`src/rtl/wcmp_pkg.sv`:
```
package wcmp_pkg;
  localparam int DATA_W = 12;

  typedef enum logic [1:0] {
    CMP_BELOW   = 2'd0,
    CMP_ABOVE   = 2'd1,
    CMP_INSIDE  = 2'd2,
    CMP_OUTSIDE = 2'd3
  } cmp_mode_e;

  // Condition test of one result against the window.
  function automatic logic window_hit(input cmp_mode_e mode,
                                      input logic [DATA_W-1:0] val,
                                      input logic [DATA_W-1:0] lo,
                                      input logic [DATA_W-1:0] hi);
    logic below, above;
    below = (val < lo);
    above = (val > hi);
    case (mode)
      CMP_BELOW:  return below;
      CMP_ABOVE:  return above;
      CMP_INSIDE: return !below && !above;
      default:    return below || above;
    endcase
  endfunction
endpackage

```
`src/rtl/wcmp_match.sv`:
```
module wcmp_match
  import wcmp_pkg::*;
#(
  parameter int DW     = 12,
  parameter int CHW    = 4,
  parameter int WIN_W  = 32,
  parameter int HI_LSB = 16
) (
  input  logic [DW-1:0]    val,
  input  logic [CHW-1:0]   chan,
  input  logic             valid,
  input  logic [1:0]       mode,
  input  logic [WIN_W-1:0] window,
  input  logic [CHW-1:0]   chan_sel,
  input  logic             watch_all,
  output logic             watched,
  output logic             hit
);
  localparam int HI_MSB = HI_LSB + DW - 1;

  logic [DW-1:0] lo_th, hi_th;

  assign lo_th   = window[DW-1:0];
  assign hi_th   = window[HI_MSB:HI_LSB];
  assign watched = valid && (watch_all || (chan == chan_sel));
  assign hit     = window_hit(cmp_mode_e'(mode), val, lo_th, hi_th);
endmodule

```
`src/rtl/wcmp_filter.sv`:
```
module wcmp_filter #(
  parameter int FW = 2
) (
  input  logic          clk,
  input  logic          rst_n,
  input  logic          watched,
  input  logic          hit,
  input  logic [FW-1:0] need_m1,
  output logic          event_o
);
  logic [FW-1:0] run_cnt;

  assign event_o = watched && hit && (run_cnt >= need_m1);

  always_ff @(posedge clk or negedge rst_n) begin
    if (!rst_n) begin
      run_cnt <= '0;
    end else if (watched) begin
      if (!hit || event_o) run_cnt <= '0;
      else                 run_cnt <= run_cnt + 1'b1;
    end
  end
endmodule

```
`src/rtl/wcmp_flag.sv`:
```
module wcmp_flag (
  input  logic clk,
  input  logic rst_n,
  input  logic event_i,
  input  logic rd,
  input  logic en_set,
  input  logic en_clr,
  output logic flag,
  output logic en,
  output logic irq
);
  always_ff @(posedge clk or negedge rst_n) begin
    if (!rst_n) begin
      flag <= 1'b0;
      en   <= 1'b0;
    end else begin
      if (event_i)  flag <= 1'b1;
      else if (rd)  flag <= 1'b0;
      if (en_clr)      en <= 1'b0;
      else if (en_set) en <= 1'b1;
    end
  end

  assign irq = flag && en;
endmodule

```
`src/rtl/adc_window_watch.sv`:
```
module adc_window_watch #(
  parameter int DW     = 12,
  parameter int CHW    = 4,
  parameter int FW     = 2,
  parameter int WIN_W  = 32,
  parameter int HI_LSB = 16
) (
  input  logic             clk,
  input  logic             rst_n,
  input  logic             res_valid,
  input  logic [DW-1:0]    res_data,
  input  logic [CHW-1:0]   res_chan,
  input  logic [1:0]       cfg_mode,
  input  logic [WIN_W-1:0] cfg_window,
  input  logic [CHW-1:0]   cfg_chan_sel,
  input  logic             cfg_watch_all,
  input  logic [FW-1:0]    cfg_filter,
  input  logic             stat_rd,
  input  logic             ien_set,
  input  logic             ien_clr,
  output logic             evt_flag,
  output logic             ien_mask,
  output logic             irq
);
  // Named internal events, brought out for the checker.
  logic res_watched;
  logic res_hit;
  logic cmp_event;

  wcmp_match #(.DW(DW), .CHW(CHW), .WIN_W(WIN_W), .HI_LSB(HI_LSB)) u_match (
    .val      (res_data),
    .chan     (res_chan),
    .valid    (res_valid),
    .mode     (cfg_mode),
    .window   (cfg_window),
    .chan_sel (cfg_chan_sel),
    .watch_all(cfg_watch_all),
    .watched  (res_watched),
    .hit      (res_hit)
  );

  wcmp_filter #(.FW(FW)) u_filter (
    .clk    (clk),
    .rst_n  (rst_n),
    .watched(res_watched),
    .hit    (res_hit),
    .need_m1(cfg_filter),
    .event_o(cmp_event)
  );

  wcmp_flag u_flag (
    .clk    (clk),
    .rst_n  (rst_n),
    .event_i(cmp_event),
    .rd     (stat_rd),
    .en_set (ien_set),
    .en_clr (ien_clr),
    .flag   (evt_flag),
    .en     (ien_mask),
    .irq    (irq)
  );
endmodule

```
`config.mk`:
```
export PLATFORM = sky130hd
export DESIGN_NAME = adc_window_watch
export DESIGN_NICKNAME = d
export VERILOG_FILES = /design/src/rtl/wcmp_pkg.sv /design/src/rtl/wcmp_match.sv /design/src/rtl/wcmp_filter.sv /design/src/rtl/wcmp_flag.sv /design/src/rtl/adc_window_watch.sv
export SDC_FILE = /design/constraint.sdc
export NUM_CORES = 1
export LEC_CHECK = 0
export ABC_CLOCK_PERIOD_IN_PS = 1600
export BUFFER_PORTS_ARGS = -buffer_cell sky130_fd_sc_hd__buf_2
export CAP_MARGIN = 15
export CORE_UTILIZATION = 30
export DETAILED_ROUTE_END_ITERATION = 8
export PLACE_DENSITY = 0.75
export SYNTH_ARGS = -nofsm -noshare
export SYNTH_HDL_FRONTEND = slang
export SYNTH_SLANG_ARGS = --single-unit
```
`constraint.sdc`:
```
create_clock -name clk -period 1.6 [get_ports clk]
set_input_delay 0 -clock clk [delete_from_list [all_inputs] [get_ports clk]]
set_output_delay 0 -clock clk [all_outputs]
set_load 0.005 [all_outputs]
```
# Word level (Yosys, flattened, before mapping)
# Cells that the tools add are included.
# Widths: inputs -> output; s select.
[word_totals]
regBits = 4
inputBits = 63
output_inout_bits = 3
wordCells = 30
[op_classes]
add_sub_neg = 1
order_cmp = 3
n_eq_ne = 3
n_mux = 6
reduce_logical = 14
[ops]
columns = ["operator", "count"]
rows = [
  ["$gt 12x12->1", 1],
  ["$lt 12x12->1", 1],
  ["$logic_and 1x1->1", 5],
  ["$eq 4x4->1", 1],
  ["$mux 1", 4],
  ["$reduce_bool 2->1", 2],
  ["$logic_not 1->1", 3],
  ["$logic_or 1x1->1", 3],
  ["$pmux 1 s3", 1],
  ["$add 2x1->2 const B", 1],
  ["$eq 2x1->1 const B", 1],
  ["$eq 2x2->1 const B", 1],
  ["$ge 2x2->1", 1],
  ["$logic_not 2->1", 1],
  ["$mux 2", 1],
]

# Depth between registers and ports, before layout
[logic_depth]
ltp_word = 8
depth_mapped = 9
mapped_depth_nobuf = 9

# Modules after synthesis
# From an unflattened synthesis, not the netlist that was laid out.
[unflattened]
hier_cells = 115
hier_area_um2 = 913.4
[modules_own_cells]
columns = ["module", "n_inst", "cells_each", "area_per_inst_um2", "seq_area_each_um2"]
rows = [
  ["wcmp_match", 1, 91, 675.6, 0.0],
  ["wcmp_filter", 1, 17, 162.7, 50.0],
  ["wcmp_flag", 1, 7, 75.1, 50.0],
]

# Worst setup path before layout
# OpenSTA, ideal clock, no wires.
[synth_timing]
path_type = "input to register"
start = "input cfg_window[17]"
end = "register u_filter.run_cnt[1]"
setup_time_ns = 0.134
t_arrival_ns = 1.296
t_required_ns = 1.466
slack_ns = 0.169
stages = 9
path_buffers = 0
cell_sequence = "inv_1 -> ha_1 -> nor2b_4 -> o211ai_2 -> a21oi_1 -> o31ai_2 -> o221ai_1 -> o21bai_1 -> o211ai_1"
[synth_via]
elab_chain_len = 8
word_cells_on_any_way = 10
classes_between = "order compare: 1; mux: 2; reduce/logical: 7"
[synth_lines]
columns = ["item", "line_no", "text"]
rows = [
  ["start: declaration", "adc_window_watch.sv:14", "input logic [WIN_W-1:0] cfg_window,"],
  ["$gt 12x12->1 *", "wcmp_pkg.sv:18", "above = (val > hi);"],
  ["$logic_not 1->1", "wcmp_pkg.sv:22", "CMP_INSIDE: return !below && !above;"],
  ["$logic_and 1x1->1", "wcmp_pkg.sv:22", ""],
  ["$pmux 1 s3 *", "wcmp_pkg.sv:19", "case (mode)"],
  ["$logic_and 1x1->1 (2 in series)", "wcmp_filter.sv:13", "assign event_o = watched && hit && (run_cnt >= need_m1);"],
  ["$logic_or 1x1->1 *", "wcmp_filter.sv:19", "if (!hit || event_o) run_cnt <= '0;"],
  ["$mux 2 *", "wcmp_filter.sv:19", ""],
  ["end signal: assignment", "wcmp_filter.sv:20", "else run_cnt <= run_cnt + 1'b1;"],
  ["end: declaration", "wcmp_filter.sv:11", "logic [FW-1:0] run_cnt;"],
]
# Every way passes the cells marked *; elsewhere a longest branch is shown, timed or not.
# A chain may end at the register's enable or synchronous reset.

# Worst setup path in the final report
[layout_timing]
start = "register u_filter.run_cnt[0]"
end = "register u_filter.run_cnt[1]"
[layout_via]
elab_chain_len = 4
word_cells_on_any_way = 5
classes_between = "add/sub: 1; order compare: 1; mux: 1; reduce/logical: 2"
[layout_lines]
columns = ["item", "line_no"]
rows = [
  ["$ge 2x2->1", "wcmp_filter.sv:13"],
  ["$logic_and 1x1->1", "wcmp_filter.sv:13"],
  ["$logic_or 1x1->1", "wcmp_filter.sv:19"],
  ["$mux 2 *", "wcmp_filter.sv:19"],
]
# Marked as above.

==> metrics.cfg <==
[logic_synthesis]
ys_top_cells_by_area=ha_1 (35%), inv_1 (11%), dfrtp_1 (11%)
synthArstFlopShare_pct=100
synth_top_area_cell=ha_1
ys_warn_count=0
postSynthCellCount=117
ys.flop_type=dfrtp_1
synth_edf_count=0
ys_types=28
synth_nets=205
ys_ff_latch=4
yosysSeqAreaShare_pct=11.3
netlist.area_leader.share_pct=35.3
synth_common_cells=inv_1 (27), ha_1 (25), a21oi_1 (11)
yosysMostFrequentCell=inv_1
synthesis.area_um2=887
postSynthAreaPerCell_um2=7.58

[cts]
tritoncts.num_buffers=3
cts_sinks=4
cts_buffer_depth=2
cts_tree=yes
cts_max_level=1
cts.clk_slew.worst_paths_ps=40
cts-root-buf=clkbuf_4
clk_latency_ps=240

[final_layout]
nets=274
n_antenna_cell=0
seq_area_um2=100
multi_input_area_um2=693
syn_to_final_growth_pct=47.0
fillCellCount=291
drive_above_1_share_pct=37.5

[pwr]
fin_total_pwr_mw=0.619
leakage_nw=0.771
power.density_nw_per_um2=475
vdd.ir_drop.worst_uv=277

[worst_setup_path]
worstPathMaxFanout=4
worstPathArrival_ps=1600
worst_setup_path_start_kind=flop
worstPathRequired_ps=1760
crit_type=flop to flop
reg2reg_slack_ps=160
crit_path_end_kind=flop

[worst_hold_path]
hold_class=input pin to asynchronous set/reset pin

[drt]
dr_wl_met3_um=134
top_layer_used=met4
viasPerCell=4.65
vias=1000
wirelength_um=2070
wl_met2_um=968
drt_drc_violations_left=0
drtAntennaViolNets=0
wl_met1_um=922
first_pass_iters=4
wl_per_cell_um=9.63
initialDrtViolationCount=11

[timing]
worst_slew_pin_slew_ps=267
max_freq_mhz=696
report.final.slew_viol_count=0
hold_viol=0
fin_skew_ps=4.24
slew_headroom_pct=82.0
setup_viol=0
post-route-min-period_ps=1440
grt_setup_unrepaired=no
tns_ps=0
fin_crit_sh_pct=89.7

[global_route]
gr-total-overflow=0
grt_pass1_vias=895
grt_use_total_pct=13.9
antenna_found_initial=0
grt_start_max_net_pins=5
grt_pass1_wl_um=3490

[outcome]
status=complete, no violations

[floorplanning]
start_util_pct=31.9
row_count=19
dieWidth_um=56.4
num_io_pins=66
dieArea_um2=3180
chipHeight_um=56.4
core_um2=2780

[place]
routabilityCongestion=0.765
place_hpwl_um=1820
numPortBuffers=57

[run]
maxCapViolCount=0

[routing by layer]
| metal | global-route usage (%) | up-vias |
|---|---|---|
| li1 | - | 540 |
| met2 | 24.3 | 42 |
| met4 | 7.32 | 0 |
| met1 | 16.4 | 413 |
| met3 | 1.61 | 5 |
| met5 | 0 | - |
[logic make-up after synthesis]
logic type	after synthesis	share of synthesized area, %
xor gates and xnor gates	4	3.95
DFF	4	11.3
and+or+nand+nor	26	15.7
buffers and inverters	27	11.4
adders and majority gates	25	35.3
AOI/OAI and AO/OA	31	22.4
[what timing repair did]
action,CTS,global route
hold endpoints to repair,6,0
setup endpoints to repair,0,2
resized for setup,0,2
buffers inserted,0,0
hold buffers,4,0
[cell type report]
type | count | area share [%]
well taps | 31 | 2.98
inverters | 27 | 7.77
flip-flops and latches | 4 | 7.68
multi-input cells | 86 | 53.2
repair buffers | 64 | 26.7
clock buffers | 3 | 1.73
[worst paths after layout]
| check | depth (start not counted) | to | from |
|---|---|---|---|
| worst max register to register | 6 | u_filter.run_cnt[1] | u_filter.run_cnt[0] |
| worst max-delay path | 6 | u_filter.run_cnt[1] | u_filter.run_cnt[0] |
| min in group clk | 4 | u_filter.run_cnt[0] | res_valid |
| worst min register to register | 2 | u_filter.run_cnt[0] | u_filter.run_cnt[0] |
| max in group asynchronous | 2 | u_filter.run_cnt[0] | rst_n |
| worst min-delay path | 2 | u_filter.run_cnt[1] | rst_n |
[placed cells by master, fill, tap and decap left out, types with 2 or more instances in the layout]
master,Yosys,layout
o21ai_0,6,6
a21oi_1,11,10
o211ai_1,2,2
dlygate4sd3_1,0,4
nor3_1,2,2
nand2_1,10,10
buf_4,0,3
dfrtp_1,4,4
nor2_1,3,3
nand4_1,4,4
xor2_1,4,4
a21oi_2,1,2
o21ai_1,2,2
inv_1,27,27
clkbuf_4,0,3
ha_1,25,25
buf_2,0,57
[state kept, by name (all words and copies together) (netlist names)]
name              flops
u_filter.run_cnt      2
u_flag.en             1
u_flag.flag           1
[per-stage QoR]
| stage | worst slack, ps | std cells | instance area [um2] | hold WS [ps] | util, % |
|---|---|---|---|---|---|
| final | 164 | 215 | 1300 | 109 | 46.9 |
| after global routing | 21.5 | 215 | 1300 | 136 | 46.9 |
| after CTS | 94.7 | 215 | 1300 | 84.5 | 46.6 |
| after detailed placement | -117 | 208 | 1230 | -190 | 44.4 |
| after global placement | -51.1 | 208 | 1230 | -193 | 44.4 |
| after floorplan | 169 | 117 | 887 | -296 | - |
[worst max-delay path, stage by stage, from the launching register on]
cell and delay (ps):
dfrtp_1 390, inv_1 110, ha_1 230, nand2b_1 160, a21oi_2 210, nand3b_1 100
o211ai_1 170
[power breakdown]
| part | internal [mW] | leakage [nW] | switching, mW |
|---|---|---|---|
| registers | 0.123 | 0.0529 | 0.0186 |
| clock network | 0.0842 | 0.0138 | 0.0462 |
| logic | 0.179 | 0.705 | 0.168 |
No activity file was read; power rests on OpenSTA's default activity.
